File: src/rtl/pwm_dual_pkg.sv
package pwm_dual_pkg;
  localparam int ADDR_W = 2;
  localparam logic [ADDR_W-1:0] ADR_LEAD  = 2'd0;
  localparam logic [ADDR_W-1:0] ADR_TRAIL = 2'd1;
  localparam logic [ADDR_W-1:0] ADR_CTRL  = 2'd2;
  localparam logic [ADDR_W-1:0] ADR_STAT  = 2'd3;

  typedef struct packed {
    logic [2:0] mode;
    logic       pol;
  } ctrl_t;
endpackage

File: src/rtl/pwm_regs.sv
module pwm_regs
  import pwm_dual_pkg::*;
#(
  parameter int TB_W = 16
) (
  input  logic              clk,
  input  logic              rst_n,
  input  logic              wr_en,
  input  logic [ADDR_W-1:0] wr_addr,
  input  logic [TB_W-1:0]   wr_data,
  input  logic [ADDR_W-1:0] rd_addr,
  output logic [TB_W-1:0]   rd_data,
  input  logic              flag,
  output logic [TB_W-1:0]   lead_val,
  output logic [TB_W-1:0]   trail_buf,
  output ctrl_t             ctrl,
  output logic              clr_flag
);
  localparam int CTRL_W = $bits(ctrl_t);

  always_ff @(posedge clk or negedge rst_n) begin
    if (!rst_n) begin
      lead_val  <= '0;
      trail_buf <= '0;
      ctrl      <= '0;
    end else if (wr_en) begin
      case (wr_addr)
        ADR_LEAD:  lead_val  <= wr_data;
        ADR_TRAIL: trail_buf <= wr_data;
        ADR_CTRL:  ctrl      <= ctrl_t'(wr_data[CTRL_W-1:0]);
        default:   ;
      endcase
    end
  end

  assign clr_flag = wr_en && (wr_addr == ADR_STAT) && wr_data[0];

  always_comb begin
    rd_data = '0;
    case (rd_addr)
      ADR_LEAD:  rd_data = lead_val;
      ADR_TRAIL: rd_data = trail_buf;
      ADR_CTRL:  rd_data[CTRL_W-1:0] = ctrl;
      default:   rd_data[0] = flag;
    endcase
  end
endmodule

File: src/rtl/pwm_match.sv
module pwm_match #(
  parameter int TB_W = 16,
  parameter int MIN_W = 8
) (
  input  logic [TB_W-1:0] tb_in,
  input  logic            tb_chg,
  input  logic [TB_W-1:0] cmp_val,
  input  logic [2:0]      mode,
  output logic            hit
);
  logic [TB_W-1:0] mask;
  int unsigned     width;

  always_comb begin
    width = (mode == 3'd7) ? MIN_W : TB_W - int'(mode);
    mask  = '0;
    for (int i = 0; i < TB_W; i++) begin
      if (i < width) mask[i] = 1'b1;
    end
  end

  assign hit = tb_chg && (((tb_in ^ cmp_val) & mask) == '0);
endmodule

File: src/rtl/pwm_out_stage.sv
module pwm_out_stage #(
  parameter int TB_W = 16
) (
  input  logic            clk,
  input  logic            rst_n,
  input  logic            hit_lead,
  input  logic            hit_trail,
  input  logic            pol,
  input  logic [TB_W-1:0] trail_buf,
  input  logic            clr_flag,
  output logic [TB_W-1:0] trail_work,
  output logic            pwm_out,
  output logic            flag
);
  always_ff @(posedge clk or negedge rst_n) begin
    if (!rst_n) begin
      trail_work <= '0;
      pwm_out    <= 1'b0;
      flag       <= 1'b0;
    end else begin
      if (hit_lead) trail_work <= trail_buf;
      if (hit_lead && hit_trail) pwm_out <= 1'b0;
      else if (hit_lead)         pwm_out <= ~pol;
      else if (hit_trail)        pwm_out <= pol;
      if (hit_lead)      flag <= 1'b1;
      else if (clr_flag) flag <= 1'b0;
    end
  end

  AST_FLAG_SET: assert property (@(posedge clk) disable iff (!rst_n)
    hit_lead |=> flag);
  AST_FLAG_CLEAR: assert property (@(posedge clk) disable iff (!rst_n)
    (clr_flag && !hit_lead) |=> !flag);
  AST_CONTENTION_LOW: assert property (@(posedge clk) disable iff (!rst_n)
    (hit_lead && hit_trail) |=> !pwm_out);
  AST_LEAD_LEVEL: assert property (@(posedge clk) disable iff (!rst_n)
    (hit_lead && !hit_trail) |=> (pwm_out == !$past(pol)));
  AST_TRAIL_LOAD: assert property (@(posedge clk) disable iff (!rst_n)
    hit_lead |=> (trail_work == $past(trail_buf)));
  AST_TRAIL_HOLD: assert property (@(posedge clk) disable iff (!rst_n)
    !hit_lead |=> $stable(trail_work));
endmodule

File: src/rtl/pwm_dual_cmp.sv
module pwm_dual_cmp
  import pwm_dual_pkg::*;
#(
  parameter int TB_W = 16,
  parameter int MIN_W = 8
) (
  input  logic              clk,
  input  logic              rst_n,
  input  logic [TB_W-1:0]   tb_in,
  input  logic              wr_en,
  input  logic [ADDR_W-1:0] wr_addr,
  input  logic [TB_W-1:0]   wr_data,
  input  logic [ADDR_W-1:0] rd_addr,
  output logic [TB_W-1:0]   rd_data,
  output logic              pwm_out,
  output logic              flag
);
  localparam int N_CMP = 2;

  logic [TB_W-1:0] lead_val, trail_buf, trail_work, tb_prev;
  logic [TB_W-1:0] cmp_val [N_CMP];
  logic [N_CMP-1:0] hit;
  ctrl_t ctrl;
  logic  clr_flag, tb_chg;

  always_ff @(posedge clk) tb_prev <= tb_in;
  assign tb_chg = (tb_in != tb_prev);

  pwm_regs #(.TB_W(TB_W)) regs_i (
    .clk(clk), .rst_n(rst_n), .wr_en(wr_en), .wr_addr(wr_addr), .wr_data(wr_data),
    .rd_addr(rd_addr), .rd_data(rd_data), .flag(flag), .lead_val(lead_val),
    .trail_buf(trail_buf), .ctrl(ctrl), .clr_flag(clr_flag)
  );

  assign cmp_val[0] = lead_val;
  assign cmp_val[1] = trail_work;

  for (genvar g = 0; g < N_CMP; g++) begin : g_cmp
    pwm_match #(.TB_W(TB_W), .MIN_W(MIN_W)) match_i (
      .tb_in(tb_in), .tb_chg(tb_chg), .cmp_val(cmp_val[g]),
      .mode(ctrl.mode), .hit(hit[g])
    );
  end

  pwm_out_stage #(.TB_W(TB_W)) out_i (
    .clk(clk), .rst_n(rst_n), .hit_lead(hit[0]), .hit_trail(hit[1]),
    .pol(ctrl.pol), .trail_buf(trail_buf), .clr_flag(clr_flag),
    .trail_work(trail_work), .pwm_out(pwm_out), .flag(flag)
  );

  AST_HOLD_NO_EDGE: assert property (@(posedge clk) disable iff (!rst_n)
    $stable(tb_in) |=> $stable(pwm_out));
  AST_HOLD_NO_FLAG: assert property (@(posedge clk) disable iff (!rst_n)
    ($stable(tb_in) && !flag) |=> !flag);
endmodule

File: config.mk
export PLATFORM = sky130hd
export DESIGN_NAME = pwm_dual_cmp
export DESIGN_NICKNAME = d
export VERILOG_FILES = /design/src/rtl/pwm_dual_pkg.sv /design/src/rtl/pwm_regs.sv /design/src/rtl/pwm_match.sv /design/src/rtl/pwm_out_stage.sv /design/src/rtl/pwm_dual_cmp.sv
export SDC_FILE = /design/constraint.sdc
export NUM_CORES = 1
export LEC_CHECK = 0
export BUFFER_PORTS_ARGS = -buffer_cell sky130_fd_sc_hd__buf_2
export CAP_MARGIN = 20
export CORE_ASPECT_RATIO = 1.25
export CORE_MARGIN = 1
export CORE_UTILIZATION = 24
export DETAILED_ROUTE_END_ITERATION = 12
export PLACE_DENSITY_LB_ADDON = 0.15
export SYNTH_ARGS = -nofsm -noshare
export SYNTH_HDL_FRONTEND = slang
export SYNTH_SLANG_ARGS = --single-unit
File: constraint.sdc
create_clock -name clk -period 5.2 [get_ports clk]
set_input_delay 1.04 -clock clk [delete_from_list [all_inputs] [get_ports clk]]
set_output_delay 1.04 -clock clk [all_outputs]
set_load 0.02 [all_outputs]
==> After elaboration in Yosys (flattened, before gate mapping) <==
Index checks and enable logic that the tools add are counted.
W data, S select, Z words.
{ "classes": {"n_reduce_logical": 14, "n_addsub": 1, "n_mux": 25, "bitwise_logic": 5, "n_lt_le_gt_ge": 16, "eq_ne": 7} }
{ "ops": {"columns": ["op", "count"], "rows": [
  ["$lt A4 B32 Y1 const A", 8],
  ["$lt A3 B32 Y1 const A", 4],
  ["$lt A1 B32 Y1 const A", 2],
  ["$lt A2 B32 Y1 const A", 2],
  ["$and A16 B16 Y16", 2],
  ["$logic_not A16 Y1", 2],
  ["$mux W32", 1],
  ["$xor A16 B16 Y16", 2],
  ["$pmux W12 S2", 1],
  ["$mux W1", 21],
  ["$ne A16 B16 Y1", 1],
  ["$pmux W3 S3", 1],
  ["$eq A2 B2 Y1 const B", 3],
  ["$reduce_and A2 Y1", 3],
  ["$sub A5 B3 Y6 const A", 1],
  ["$logic_and A1 B1 Y1", 5],
  ["$eq A2 B1 Y1 const B", 2],
  ["$logic_not A2 Y1", 2],
  ["$eq A3 B3 Y1 const B", 1],
  ["$pmux W1 S3", 1],
  ["$reduce_bool A3 Y1", 1],
  ["$reduce_bool A2 Y1", 1],
  ["$not A1 Y1", 1]
]} }
{ "totals": {"in_bits": 39, "output_inout_bits": 18, "ff_bits": 70} }

==> Depth between registers and ports, before layout <==
{ "logic_depth": {"depth_word": 10, "ltp_mapped": 11, "ltp_nobuf": 9} }

==> Hierarchy <==
From an unflattened synthesis, not the netlist that was laid out.
{ "hier_totals": {"hier_cells": 285, "area_unflattened_um2": 3565.9} }
{ "modules_own_cells": {"columns": ["module", "cells_per_inst", "area_each_um2", "seq_area_each_um2", "n_inst"], "rows": [
  ["pwm_regs", 114, 1646.6, 900.9, 1],
  ["pwm_out_stage", 40, 719.4, 450.4, 1],
  ["pwm_match", 47, 354.1, 0.0, 2],
  ["pwm_dual_cmp", 37, 491.7, 320.3, 1]
]} }

==> Worst setup path after synthesis <==
No wires, ideal clock.
{ "synth_path": {"path_type": "input port to output port", "from": "in rd_addr[0]", "to": "out rd_data[11]", "cell_stages": 4, "path_buffers": 2, "t_arrival_ns": 2.207, "setup_slack_ns": 1.953, "cell_sequence": "clkbuf_1 -> buf_1 -> mux2i_1 -> nor2_1"} }
{ "synth_between": {"elab_chain_cells": 2, "word_cells_on_any_way": 3, "cone_classes": "eq/ne: 1; mux: 1; reduce/logical: 1"} }
{ "synth_lines": {"columns": ["element", "line", "text"], "rows": [
  ["start, declared", "pwm_dual_cmp.sv:13", "input logic [ADDR_W-1:0] rd_addr,"],
  ["$eq A2 B1 Y1 or $logic_not A2 Y1 (tied branches)", "pwm_regs.sv:40", "case (rd_addr)"],
  ["$pmux W12 S2 (*)", "pwm_regs.sv:40", null],
  ["end, declared", "pwm_dual_cmp.sv:14", "output logic [TB_W-1:0] rd_data,"]
]} }
Every way passes the cells marked *; elsewhere a longest branch is shown, timed or not.

==> Worst setup path after layout <==
{ "layout_path": {"from": "in rd_addr[0]", "to": "out rd_data[0]"} }
{ "layout_between": {"elab_chain_cells": 2, "word_cells_on_any_way": 4, "cone_classes": "eq/ne: 2; mux: 1; reduce/logical: 1"} }
{ "layout_lines": {"columns": ["element", "line"], "rows": [
  ["$eq A2 B2 Y1, or another cell as far along", "pwm_regs.sv:40"],
  ["$pmux W1 S3 (*)", "pwm_regs.sv:40"]
]} }
Marked as above.

==> key figures <==
Run status
  – Status: complete, no violations

Finish
  – Fin area: 4252 um^2
  – Post-route non-filler standard cell count: 525
  – Fillers: 1,442
  – ANT cells: 0
  – Share of layout cells above drive strength 1: 38.00%
  – Final nets: 387
  – Syn-to-layout area delta: 22.36%

STA
  – Fin crit period: 3.277 ns
  – Fmax: 0.3052 GHz
  – Relative slew slack: 29.29%
  – Slew Limit Fails: 0
  – Slew @ Worst Pin: 1.057 ns
  – Final worst-path cycle share: 63.02%
  – RSZ-0062 raised after global routing: false
  – Final hold violation count: 0
  – Layout Skew: 0.005939 ns
  – Final setup violating endpoints: 0
  – Setup TNS: 0 ns

Yosys
  – EDFF count, synth: 0
  – Post-synth ARST share: 77.14%
  – Cell Area, Synth: 3475 um^2
  – Count of cell types in the netlist: 43
  – Synth top area share: 38.89%
  – Yosys top cell by area: dfrtp_1
  – Sequential share of the synthesized area: 48.11%
  – Top_reg_cell synth: dfrtp_1
  – YS warnings: 0
  – Post-Syn Nets: 327
  – Syn avg cell area: 12.19 um^2
  – Cells after Synth: 285
  – Synth Register Bits: 70
  – Area contributors post-synth: dfrtp_1 39%, mux2_2 14%, dfxtp_1 9.2%, xor2_1 7.3%, xnor2_1 4.8%

Detailed routing
  – DRC: 0
  – Vias post-DR: 2,349
  – Met3 wire length: 289 um
  – Overall routed net length: 8.991 mm
  – DR iter-0 viols: 64
  – DR top layer: met4
  – Via-per-instance ratio: 4.474
  – WL met1: 3.893 mm
  – TritonRoute pass-1 iters: 4
  – Routed Antenna Nets: 0
  – DR WL met2: 4.604 mm
  – Post-DR wirelength/cell: 17.13 um

Floorplan
  – Die width: 109.6 um
  – Starting Density: 24.83%
  – Io pins: 57
  – Core Rows: 48
  – Die area: 14,970 um^2
  – Core Area: 13,990 um^2
  – Die Span Y: 136.5 um

Pwr
  – Leak: 0.001948 uW
  – Psw: 501.1 uW
  – Seq pwr share: 40.6%
  – Worst vdd ir: 158.6 uV
  – Clock power share: 36.6%
  – PD cells: 397.9 nW/um^2
  – P_int: 1191 uW
  – Sw frac: 29.62%
  – Comb pwr share: 22.8%

Setup path
  – Reg-to-Reg Start: regs_i.ctrl[1]
  – Critical Path Sink Type: output pin
  – Startpoint Class: primary input
  – CP max stage cell: mux4_2
  – Biggest cell delay along the critical path: 0.57 ns
  – Worst reg2reg setup slack: 2.21 ns
  – Reg2Reg Capture Point: out_i.trail_work[4]
  – WP data arrival: 2.24 ns
  – Worst-path cell chain: buf_2 -> mux4_2 -> buf_2
  – CP required: 4.16 ns
  – Setup CP Type: primary input to output pin
  – CP Max Fanout: 17
  – Cell count of the worst reg-to-reg path: 9
  – CP dominant cell by count: buf_2

Clock tree
  – CTS Sinks: 70
  – Postcts setup bufs: 0
  – Htree depth: 3
  – CTS tree: yes
  – Num CTS Buffers: 9
  – Latest clock arrival within the worst-skew pair: 0.33 ns
  – Clock-pin slew on the worst setup and hold paths: 0.05 ns
  – Root Buffer: clkbuf_16
  – Clock Tree Buf Depth: 2
  – CTS resizes: 0
  – Hold Buf Count CTS: 0

Min path
  – Min-delay src: out_i.flag
  – Hold Path Sink: out_i.flag
  – Hold Path Class: flip-flop to flip-flop
  – Worst hold path depth: 2

Placed design
  – Port buffer count: 56
  – DPL Wire Length: 6.552 mm
  – Placed insts: 509
  – DP Area: 3950 um^2
  – RD Place Congestion: 0.7927

Flow run
  – Max-cap viol count: 0

Global route
  – Total gr overflow: 0
  – Initial antenna violation count: 0
  – Largest net degree at the start of global routing: 55
  – GRT Total Usage: 13.46%
  – Vias in the first global route: 2,550
  – First-pass GRT wire length: 14.41 mm
==> cells in the final DEF (no fill, tap or decap), types with 3 or more instances in the layout <==
master | Yosys | layout
inv_1 | 5 | 5
clkinv_2 | 0 | 3
mux2i_1 | 15 | 15
o22ai_1 | 4 | 4
nor2_1 | 13 | 13
mux2_2 | 43 | 43
xor2_1 | 29 | 29
xnor2_1 | 19 | 19
buf_2 | 2 | 56
a21oi_1 | 12 | 12
o21ai_0 | 8 | 8
nand2_1 | 8 | 8
nand4_1 | 5 | 5
nor4_1 | 5 | 5
dfrtp_1 | 54 | 54
mux2_4 | 9 | 9
clkbuf_16 | 0 | 9
ha_1 | 3 | 3
dfxtp_1 | 16 | 16
==> power by group through the flow <==
stage | Combinational, uW | Sequential, uW | Clock, uW
CTS | 392 | 691 | 638
global route | 425 | 701 | 664
finish | 385 | 688 | 619
detailed placement | 390 | 701 | 0
global placement | 383 | 699 | 0
floorplan | 275 | 678 | 0
==> metrics by stage <==
step                      hold slack (ns)  power [uW]  worst slack, ns  utilization (%)
after global routing               0.5420        1791            1.879            30.38
after floorplan                    0.4926       953.1            1.953                -
final                              0.4935        1692            1.923            30.38
after CTS                          0.5096        1720            1.890            30.38
after global placement             0.4918        1082            1.909            28.23
after detailed placement           0.4972        1090            1.890            28.23
==> routing by layer <==
metal / track usage [%] / vias up
li1: - / 1135
met1: 16.19 / 1163
met2: 22.85 / 39
met3: 2.905 / 12
met4: 6.000 / 0
met5: 0 / -
==> layout make-up <==
cell class	count	area, um^2	area share [%]
clock buffer	12	256.5	6.033
clock inverter	4	45.04	1.059
inverter	5	18.77	0.4414
multi-input combinational	201	1745	41.05
sequential	70	1672	39.32
tap	175	219.0	5.150
timing repair buffer	58	295.3	6.945
==> cell usage after synthesis (2+ instances only) <==
cell type,count
mux2_4,9
ha_1,3
nand4_1,5
o211ai_1,2
inv_1,5
o21ai_0,8
xor2_1,29
xnor2_1,19
nor2_1,13
nand2_1,8
clkbuf_1,5
buf_2,2
o22ai_1,4
dfxtp_1,16
mux2i_1,15
dfrtp_1,54
or3_1,2
o41ai_1,2
mux2_2,43
a21oi_1,12
nand3_1,2
nand3b_1,2
nor4_1,5
==> cells by family (layout without fill, tap and decap cells) <==
| kind of cell | Yosys count | count (layout) | synth area share (%) |
|---|---|---|---|
| flip-flops | 70 | 70 | 48.11 |
| multiplexers | 68 | 68 | 22.79 |
| XOR/XNOR | 48 | 48 | 12.10 |
| AND/OR/NAND/NOR | 45 | 45 | 7.202 |
| AO/OA/AOI/OAI | 37 | 37 | 6.914 |
| buffers and inverters | 14 | 79 | 1.801 |
| adder cells (fa/ha/maj) | 3 | 3 | 1.080 |
==> flip-flops by register name, summed over array words and instances (netlist names) <==
register,flops
out_i.pwm_out,1
regs_i.trail_buf,16
out_i.flag,1
out_i.trail_work,16
regs_i.lead_val,16
tb_prev,16
regs_i.ctrl,4
==> critical path, delay by kind of cell <==
family / cells / cell delay (ns)
buffers and inverters: 2 / 0.61
muxes: 1 / 0.57
==> worst max path at each step <==
stage / end / cells past startpoint / startpoint
final: rd_data[0] / 3 / rd_addr[0]
after global routing: rd_data[0] / 3 / rd_addr[0]
after CTS: rd_data[0] / 3 / rd_addr[0]
after detailed placement: rd_data[0] / 3 / rd_addr[0]
after global placement: rd_data[0] / 3 / rd_addr[0]
after floorplan: rd_data[11] / 4 / rd_addr[0]
Note: power is estimated with default switching activity, not from simulation.
